===== config.mk =====
export PLATFORM = sky130hd
export DESIGN_NAME = imm_exec
export DESIGN_NICKNAME = d
export VERILOG_FILES = /design/src/rtl/imm_alu_pkg.sv /design/src/rtl/imm_decode.sv /design/src/rtl/imm_regfile.sv /design/src/rtl/imm_alu.sv /design/src/rtl/imm_exec.sv
export SDC_FILE = /design/constraint.sdc
export NUM_CORES = 1
export LEC_CHECK = 0
export CORE_UTILIZATION = 42
export CTS_CLUSTER_DIAMETER = 30
export DETAILED_ROUTE_END_ITERATION = 12
export DONT_BUFFER_PORTS = 1
export SLEW_MARGIN = 20
export SYNTH_ARGS = -nofsm -noshare
export SYNTH_HDL_FRONTEND = slang
export SYNTH_SLANG_ARGS = --single-unit

===== constraint.sdc =====
create_clock -name clk -period 8.1 [get_ports clk]
set_input_delay 1.215 -clock clk [delete_from_list [all_inputs] [get_ports clk]]
set_output_delay 1.215 -clock clk [all_outputs]
set_load 0.01 [all_outputs]

===== src/rtl/imm_alu_pkg.sv =====
package imm_alu_pkg;
  localparam int DW     = 32;
  localparam int IMM_W  = 8;
  localparam int NREG   = 8;
  localparam int RIDX_W = $clog2(NREG);
  localparam int WORD_W = 16;

  typedef enum logic [1:0] {OP_MOV = 2'd0, OP_CMP = 2'd1, OP_ADD = 2'd2, OP_SUB = 2'd3} op_e;

  typedef struct packed {
    logic n;
    logic z;
    logic c;
    logic v;
  } flags_t;

  typedef struct packed {
    logic [DW-1:0] res;
    flags_t        fl;
    logic          wr;
  } alu_out_t;

  function automatic logic [DW-1:0] zext_imm(input logic [IMM_W-1:0] imm);
    return {{(DW-IMM_W){1'b0}}, imm};
  endfunction

  function automatic alu_out_t alu_eval(input op_e op, input logic [DW-1:0] a,
                                        input logic [IMM_W-1:0] imm, input flags_t prev);
    alu_out_t      o;
    logic [DW:0]   wide;
    logic [DW-1:0] b;
    b    = zext_imm(imm);
    wide = '0;
    o    = '0;
    o.fl = prev;
    o.wr = 1'b1;
    case (op)
      OP_MOV: o.res = b;
      OP_ADD: begin
        wide    = {1'b0, a} + {1'b0, b};
        o.res   = wide[DW-1:0];
        o.fl.c  = wide[DW];
        o.fl.v  = (~a[DW-1] & ~b[DW-1] & o.res[DW-1]) | (a[DW-1] & b[DW-1] & ~o.res[DW-1]);
      end
      default: begin
        wide    = {1'b0, a} - {1'b0, b};
        o.res   = wide[DW-1:0];
        o.fl.c  = ~wide[DW];
        o.fl.v  = (a[DW-1] ^ b[DW-1]) & (o.res[DW-1] ^ a[DW-1]);
        o.wr    = (op != OP_CMP);
      end
    endcase
    o.fl.n = o.res[DW-1];
    o.fl.z = (o.res == '0);
    return o;
  endfunction
endpackage


===== src/rtl/imm_decode.sv =====
module imm_decode
  import imm_alu_pkg::*;
(
  input  logic              valid,
  input  logic [WORD_W-1:0] word,
  output logic              hit,
  output logic              miss,
  output op_e               op,
  output logic [RIDX_W-1:0] rd,
  output logic [IMM_W-1:0]  imm
);
  localparam logic [2:0] FMT_TAG = 3'b001;

  logic fmt_ok;
  assign fmt_ok = (word[WORD_W-1:WORD_W-3] == FMT_TAG);
  assign hit    = valid & fmt_ok;
  assign miss   = valid & ~fmt_ok;
  assign op     = op_e'(word[12:11]);
  assign rd     = word[IMM_W +: RIDX_W];
  assign imm    = word[IMM_W-1:0];
endmodule


===== src/rtl/imm_regfile.sv =====
module imm_regfile
  import imm_alu_pkg::*;
(
  input  logic               clk,
  input  logic               rst,
  input  logic               we,
  input  logic [RIDX_W-1:0]  widx,
  input  logic [DW-1:0]      wdata,
  input  logic [RIDX_W-1:0]  aidx,
  output logic [DW-1:0]      adata,
  input  logic [RIDX_W-1:0]  bidx,
  output logic [DW-1:0]      bdata,
  output logic [NREG*DW-1:0] flat
);
  for (genvar i = 0; i < NREG; i++) begin : g_reg
    logic [DW-1:0] q;
    always_ff @(posedge clk) begin
      if (rst)                                    q <= '0;
      else if (we && widx == RIDX_W'(i))          q <= wdata;
    end
    assign flat[i*DW +: DW] = q;
  end

  assign adata = flat[aidx*DW +: DW];
  assign bdata = flat[bidx*DW +: DW];
endmodule


===== src/rtl/imm_alu.sv =====
module imm_alu
  import imm_alu_pkg::*;
(
  input  op_e              op,
  input  logic [DW-1:0]    a,
  input  logic [IMM_W-1:0] imm,
  input  flags_t           prev,
  output logic [DW-1:0]    res,
  output flags_t           fl,
  output logic             wr
);
  alu_out_t o;
  always_comb o = alu_eval(op, a, imm, prev);
  assign res = o.res;
  assign fl  = o.fl;
  assign wr  = o.wr;
endmodule


===== src/rtl/imm_exec.sv =====
module imm_exec
  import imm_alu_pkg::*;
(
  input  logic        clk,
  input  logic        rst,
  input  logic        instr_valid,
  input  logic [15:0] instr_word,
  output logic        unhandled,
  input  logic [2:0]  dbg_sel,
  output logic [31:0] dbg_data,
  output logic [3:0]  dbg_flags
);
  logic              hit, miss, alu_wr, wr_fire;
  op_e               op;
  logic [RIDX_W-1:0] rd;
  logic [IMM_W-1:0]  imm;
  logic [DW-1:0]     rd_val, alu_res;
  flags_t            flags_q, alu_fl;
  logic [NREG*DW-1:0] reg_flat;

  imm_decode u_dec (
    .valid(instr_valid), .word(instr_word), .hit(hit), .miss(miss),
    .op(op), .rd(rd), .imm(imm)
  );

  imm_alu u_alu (
    .op(op), .a(rd_val), .imm(imm), .prev(flags_q),
    .res(alu_res), .fl(alu_fl), .wr(alu_wr)
  );

  assign wr_fire = hit & alu_wr;

  imm_regfile u_rf (
    .clk(clk), .rst(rst), .we(wr_fire), .widx(rd), .wdata(alu_res),
    .aidx(rd), .adata(rd_val), .bidx(dbg_sel), .bdata(dbg_data), .flat(reg_flat)
  );

  always_ff @(posedge clk) begin
    if (rst) begin
      flags_q   <= '0;
      unhandled <= 1'b0;
    end else begin
      unhandled <= miss;
      if (hit) flags_q <= alu_fl;
    end
  end

  assign dbg_flags = flags_q;
endmodule


# Word level (Yosys, flattened, before mapping)
# Cells that the tools add are included.
# totals
elab_cells,53
in_bits,22
reg_bits,261
out_inout_bits,37
# classes
n_reduce_logical,13
n_shift,2
muxes,3
eq_ne,10
addsub,2
n_bitwise,10
# op_table
operator,n
256-bit by 9-bit variable part select with 32-bit output,2
32-bit one-hot mux with 2 select lines,1
32-bit by 8-bit adder with 33-bit output,1
32-bit by 8-bit subtractor with 33-bit output,1
32-bit zero test,1
3-bit equality test (second input constant),4
1-bit logical AND,8
3-bit by 1-bit equality test with 1-bit output (second input constant),2
3-bit by 2-bit equality test with 1-bit output (second input constant),2
1-bit AND,5
1-bit NOT,4
2-bit one-hot mux with 2 select lines,1
3-bit zero test,1
2-bit equality test (second input constant),1
2-bit zero test,1
2-bit by 1-bit inequality test with 1-bit output (second input constant),1
2-bit AND reduction,1
2-bit OR reduction,1
1-bit two-way mux,1
1-bit bitwise XOR,1

# Logic depth before layout (Yosys ltp)
# logic_depth
ltp_word,5
ltp_mapped,28
depth_no_buf,20

# Cells and area by module
# From an unflattened synthesis, not the netlist that was laid out.
# hier_totals
cells_unflattened,1787
hier_area_um2,15912.8
# modules_own_cells
module,cells_per_inst,area_per_inst_um2,n_inst
imm_regfile,1391,13277.7,1
imm_alu,364,2329.7,1
imm_exec,16,180.2,1
imm_decode,16,125.1,1

# Worst setup path after synthesis
# OpenSTA, ideal clock, no wires.
# synth_path
path_type,input -> register
from,input instr_word[8]
to,register flags_q (netlist bit dbg_flags[2])
t_required_ns,8.030
path_slack_ns,0.895
path_stages,26
arrival_time_ns,7.135
path_buffers,7
path_cell_list,buf_6 buf_12 buf_12 buf_6 buf_4 buf_1 buf_1 mux4_2 nand2_1 nand2_1 ha_1 nor3b_1 o31ai_1 nand3_1 nand3_1 or4_1 nor4_1 ha_1 a2bb2oi_1 nand4_1 nor4b_1 and4_1 nand4_1 nor4_1 nand4_1 o21ai_1
# synth_between
elab_chain_cells,4
# synth_lines
item,line,source
"start, declared",imm_exec.sv:7,"input logic [15:0] instr_word,"
256-bit by 9-bit variable part select with 32-bit output *,imm_regfile.sv:24,assign adata = flat[aidx*DW +: DW];
32-bit by 8-bit subtractor with 33-bit output or 32-bit by 8-bit adder with 33-bit output (tied branches),"imm_alu_pkg.sv:46, imm_alu_pkg.sv:40",
32-bit one-hot mux with 2 select lines *,imm_alu_pkg.sv:37,case (op)
32-bit zero test *,imm_alu_pkg.sv:54,o.fl.z = (o.res == '0);
"end signal, assigned",imm_exec.sv:44,if (hit) flags_q <= alu_fl;
"end, declared",imm_exec.sv:18,"flags_t flags_q, alu_fl;"
# Every way passes the cells marked *; elsewhere a longest branch is shown, timed or not.
# A chain may end at the register's enable or synchronous reset.

# Worst setup path after layout
# Ends and elaborated chain as after synthesis.

==> results.txt <==
----------------------------------------------------
[Worst hold path]
  Worst hold path startpoint ... u_rf.g_reg[4].q[2]$_SDFFE_PP0P_
  Path class of the lowest-slack min-delay path ... reg -> reg

[Die]
  Number of top-level pins ... 59
  Die width ... ~190 µm
  Total number of placement rows ... between 60 and 70
  Area of the die ... 36700 µm²
  Core area ... 35500 µm²
  Die height ... 191 µm
  Effective utilization at floorplan ... 0.425

[CTS]
  Clock tree from TritonCTS ... built
  Number of H-tree levels ... 2
  Worst-case clock buffer depth ... 3
  Post-CTS Setup Inserts ... 0
  Clock input transition at the sequential cells of the worst setup and hold paths ... 0.05 ns
  Number of sinks driven by the clock tree ... 261
  CTS root buf ... clkbuf_16
  Hold buffers post-CTS ... 0
  Resized Gates After CTS ... 0
  Inserted Clock Buffers ... 61
  Clock latency on the worst-skew pair ... 0.60 ns

[Detailed routing]
  Number of DRC markers after the initial detailed-route iteration ... 920
  Vias per cell ... 6.08
  Detailed-route wire length ... approximately 44000 µm
  Residual antenna-violating net count after detailed routing ... 0
  Remaining routing DRC violations ... 0
  Iteration count of the initial detailed-routing pass ... 5
  Via count ... 12.0k
  Detailed-route wire length per cell ... around 22 µm

[GRT]
  Total congestion overflow after global routing ... 0
  Wire length of the first global-routing pass ... slightly below 70000 µm
  Number of global-route vias before repair ... 11.8k
  Global-route usage over all layers ... 0.245
  Number of antenna violations at the first check in global routing ... 0
  Pin count of the biggest net entering global routing ... between 200 and 300

[Synthesis]
  Number of synthesized flops with an enable pin ... 0
  Area fraction in compound gates after synthesis ... 0.176
  Syn avg cell area ... about 10 µm²
  Synthesized instance count ... 1518
  Post-synthesis cell type count ... 84
  Multiplexer area fraction after synthesis ... 0.245
  Leading post-synthesis cells by cell area ... dfxtp_1, mux4_2, a211oi_1
  Primary flip-flop cell chosen by synthesis mapping ... dfxtp_1
  Post-synthesis sequential element count ... around 260
  Share of Yosys cell area claimed by the top area cell type ... 0.346
  Library cell occupying the most area in the post-synthesis netlist ... dfxtp_1
  Arithmetic-cell share of the synthesized area counting full adders, half adders and majority gates ... 0.0184
  Post-synthesis share of cell area spent on and, or, nand and nor gates ... 0.142
  Async set or reset register ratio after synthesis ... 0
  Dominant combinational cell family by area after synthesis ... multiplexers
  Mapped Area ... between 15000 and 20000 µm²
  Parity-gate share of the synthesized area counting xor and xnor cells ... 0.0232
  Synthesized net count ... 1561
  Synthesis warning total ... 0
  Share of synthesized area occupied by flip-flops and latches ... 0.346

[Placed design]
  Placed cell areas ... 15200 µm²
  Input/output buffers ... 0
  Worst slack after detailed placement ... 1.37 ns
  Hpwl dp ... 26300 µm
  Final RePlAce weighted congestion ... between 0.9 and 1
  Dpl cells ... 1855

[Power and ir drop]
  Clock network fraction of total power ... 0.639
  Register share of total power ... 0.308
  Leakage ... between 5 and 6 nW
  Gate power share ... 0.053
  Internal power ... 3.31 mW
  Worst IR drop on VDD ... 0.000188 V
  Share of total power consumed by net switching ... 0.217
  Switch Pwr ... 0.917 mW
  Total power ... between 4 and 5 mW
  Power per Cell Area ... roughly 240 nW/µm²

[Critical path]
  Buffering stage count on the worst path with inverters included ... 1
  Type of the setup path with the least slack ... in -> reg
  Worst path max stage delay ... approximately 0.74 ns
  Sort of element at the start of the critical path ... input pin
  Required @ worst endpoint ... roughly 8.6 ns
  Worst-path cell with the longest stage delay ... a2bb2oi_1
  Data arrival time of the worst path ... 6.81 ns
  Worst path most repeated cell ... nand4_1
  Critical path fanouts, max ... 72
  Cell-by-cell listing of the critical path ... mux4_2 -> nand2_1 -> and2_1 -> inv_1 -> ha_1 -> nor2b_1 -> o31a_1 -> o211ai_1 -> nand4_1 -> nor2_1 -> and3_1 -> ha_1 -> a2bb2oi_1 -> nand4_1 -> nor4b_1 -> and4_1 -> nand4_1 -> nor4_1 -> nand4_1 -> o21ai_1
  Kind of cell adding the most delay to the critical path ... simple AND/OR/NAND/NOR gates
  Worst reg2reg path startpoint ... u_rf.g_reg[3].q[1]$_SDFFE_PP0P_
  Kind of capture point of the worst setup path ... register
  CP startpoint ... instr_word[8]

[STA]
  Peak clock frequency supported by timing ... 159 MHz
  Layout Skew ... 0.0144 ns
  Unrepaired setup endpoints after global routing ... false
  Endpoints failing hold ... 0
  Final cycle utilization of the critical path ... 0.777
  Final setup violating endpoints ... 0
  Worst Slack Setup Final ... 1.80 ns
  Worst hold margin ... 0.488 ns
  Worst slew slack as a fraction of its limit ... 0.259
  Fin Setup TNS ... 0 ns
  Post-layout min period ... approximately 6.3 ns
  Slew at the pin with the worst max-slew slack ... 1.11 ns
  Count of final max-slew check failures ... 0

[Cells and area]
  Number of fill cells in the layout ... 3215
  # nets final ... 1500
  Final Core Density ... 0.493
  Final non-filler cell area ... 17500 µm²
  Layout area overhead ... 15.9%
  Antenna diodes ... 0
  Share of post-route cells with drive strength above 1 ... 0.212
  Number of non-filler instances in the completed layout ... around 2.0k

[Job]
  Maximum capacitance violations ... 0

[Run status]
  Run status ... complete, no violations

----------------------------------------------------
[tightest hold or removal path, delay by kind of cell (launching register included)]
family	cells	cell delay, ns
flops	1	0.32
simple gates	1	0.06
compound gates	1	0.05
[cell usage after synthesis (17+ instances only)]
cell type  count
nor3_1        21
nand2_1       63
inv_1         28
ha_1          19
mux2i_1       39
xnor2_1       32
clkbuf_1     103
a211oi_1     236
a21oi_1       17
mux4_2       105
nor2_1       296
dfxtp_1      261
mux2_2        47
[logic make-up (layout without fill, tap and decap cells)]
| family | Yosys count | after routing |
|---|---|---|
| buf+inv | 167 | 157 |
| fa+ha+maj | 21 | 21 |
| mux | 209 | 209 |
| simple gates | 474 | 474 |
| compound gates | 346 | 346 |
| flops | 261 | 261 |
| xor+xnor | 40 | 40 |
[power by group through the flow]
stage	Combinational (mW)	Sequential [mW]	Clock, mW
after CTS	0.223	1.30	2.73
after global placement	0.222	1.33	0
after global routing	0.241	1.30	2.80
after detailed placement	0.222	1.33	0
final	0.225	1.30	2.70
after floorplan	0.231	1.32	0
[worst paths after layout]
path,endpoint,slack [ns],cells past startpoint
setup / recovery,dbg_flags[2]$_SDFFE_PP0P_,1.80,20
hold / removal,u_rf.g_reg[4].q[2]$_SDFFE_PP0P_,0.49,2
setup reg to reg,dbg_flags[2]$_SDFFE_PP0P_,2.21,20
hold reg to reg,u_rf.g_reg[4].q[2]$_SDFFE_PP0P_,0.49,2
[routing by layer]
layer  GRT usage  part of all wire  up-vias
li1            -                 -     5639
met1       0.316              0.44     5933
met2       0.401              0.48      319
met3      0.0490             0.055       89
met4      0.0965             0.029        0
met5           0                 0        -
[layout make-up]
| class | count | area (µm²) | share of cell area |
|---|---|---|---|
| Inverter | 29 | 109 | 0.00623 |
| Clock inverter | 34 | 547 | 0.0313 |
| Multi-Input combinational cell | 1090 | 9170 | 0.524 |
| Sequential cell | 261 | 5230 | 0.299 |
| Clock buffer | 80 | 1750 | 0.100 |
| Timing Repair Buffer | 14 | 105 | 0.00601 |
| Tap cell | 461 | 577 | 0.0330 |
[layout by cell type (no fill, tap or decap), types with 14 or more instances in the layout]
cell type | netlist | final
nor2_1 | 296 | 289
dfxtp_1 | 261 | 261
a211oi_1 | 236 | 236
mux4_2 | 105 | 105
nand2_1 | 63 | 63
clkbuf_16 | 0 | 61
mux2_2 | 47 | 47
mux2i_1 | 39 | 39
xnor2_1 | 32 | 32
inv_1 | 28 | 28
nor3_1 | 21 | 19
ha_1 | 19 | 19
a21oi_1 | 17 | 17
a22oi_1 | 15 | 15
clkbuf_8 | 0 | 15
buf_4 | 4 | 14
[state kept, by name, summed over array words and instances (netlist names)]
signal	cells
u_rf.g.q	256
dbg_flags	4
unhandled	1
Power figures use the tool's default switching activity.
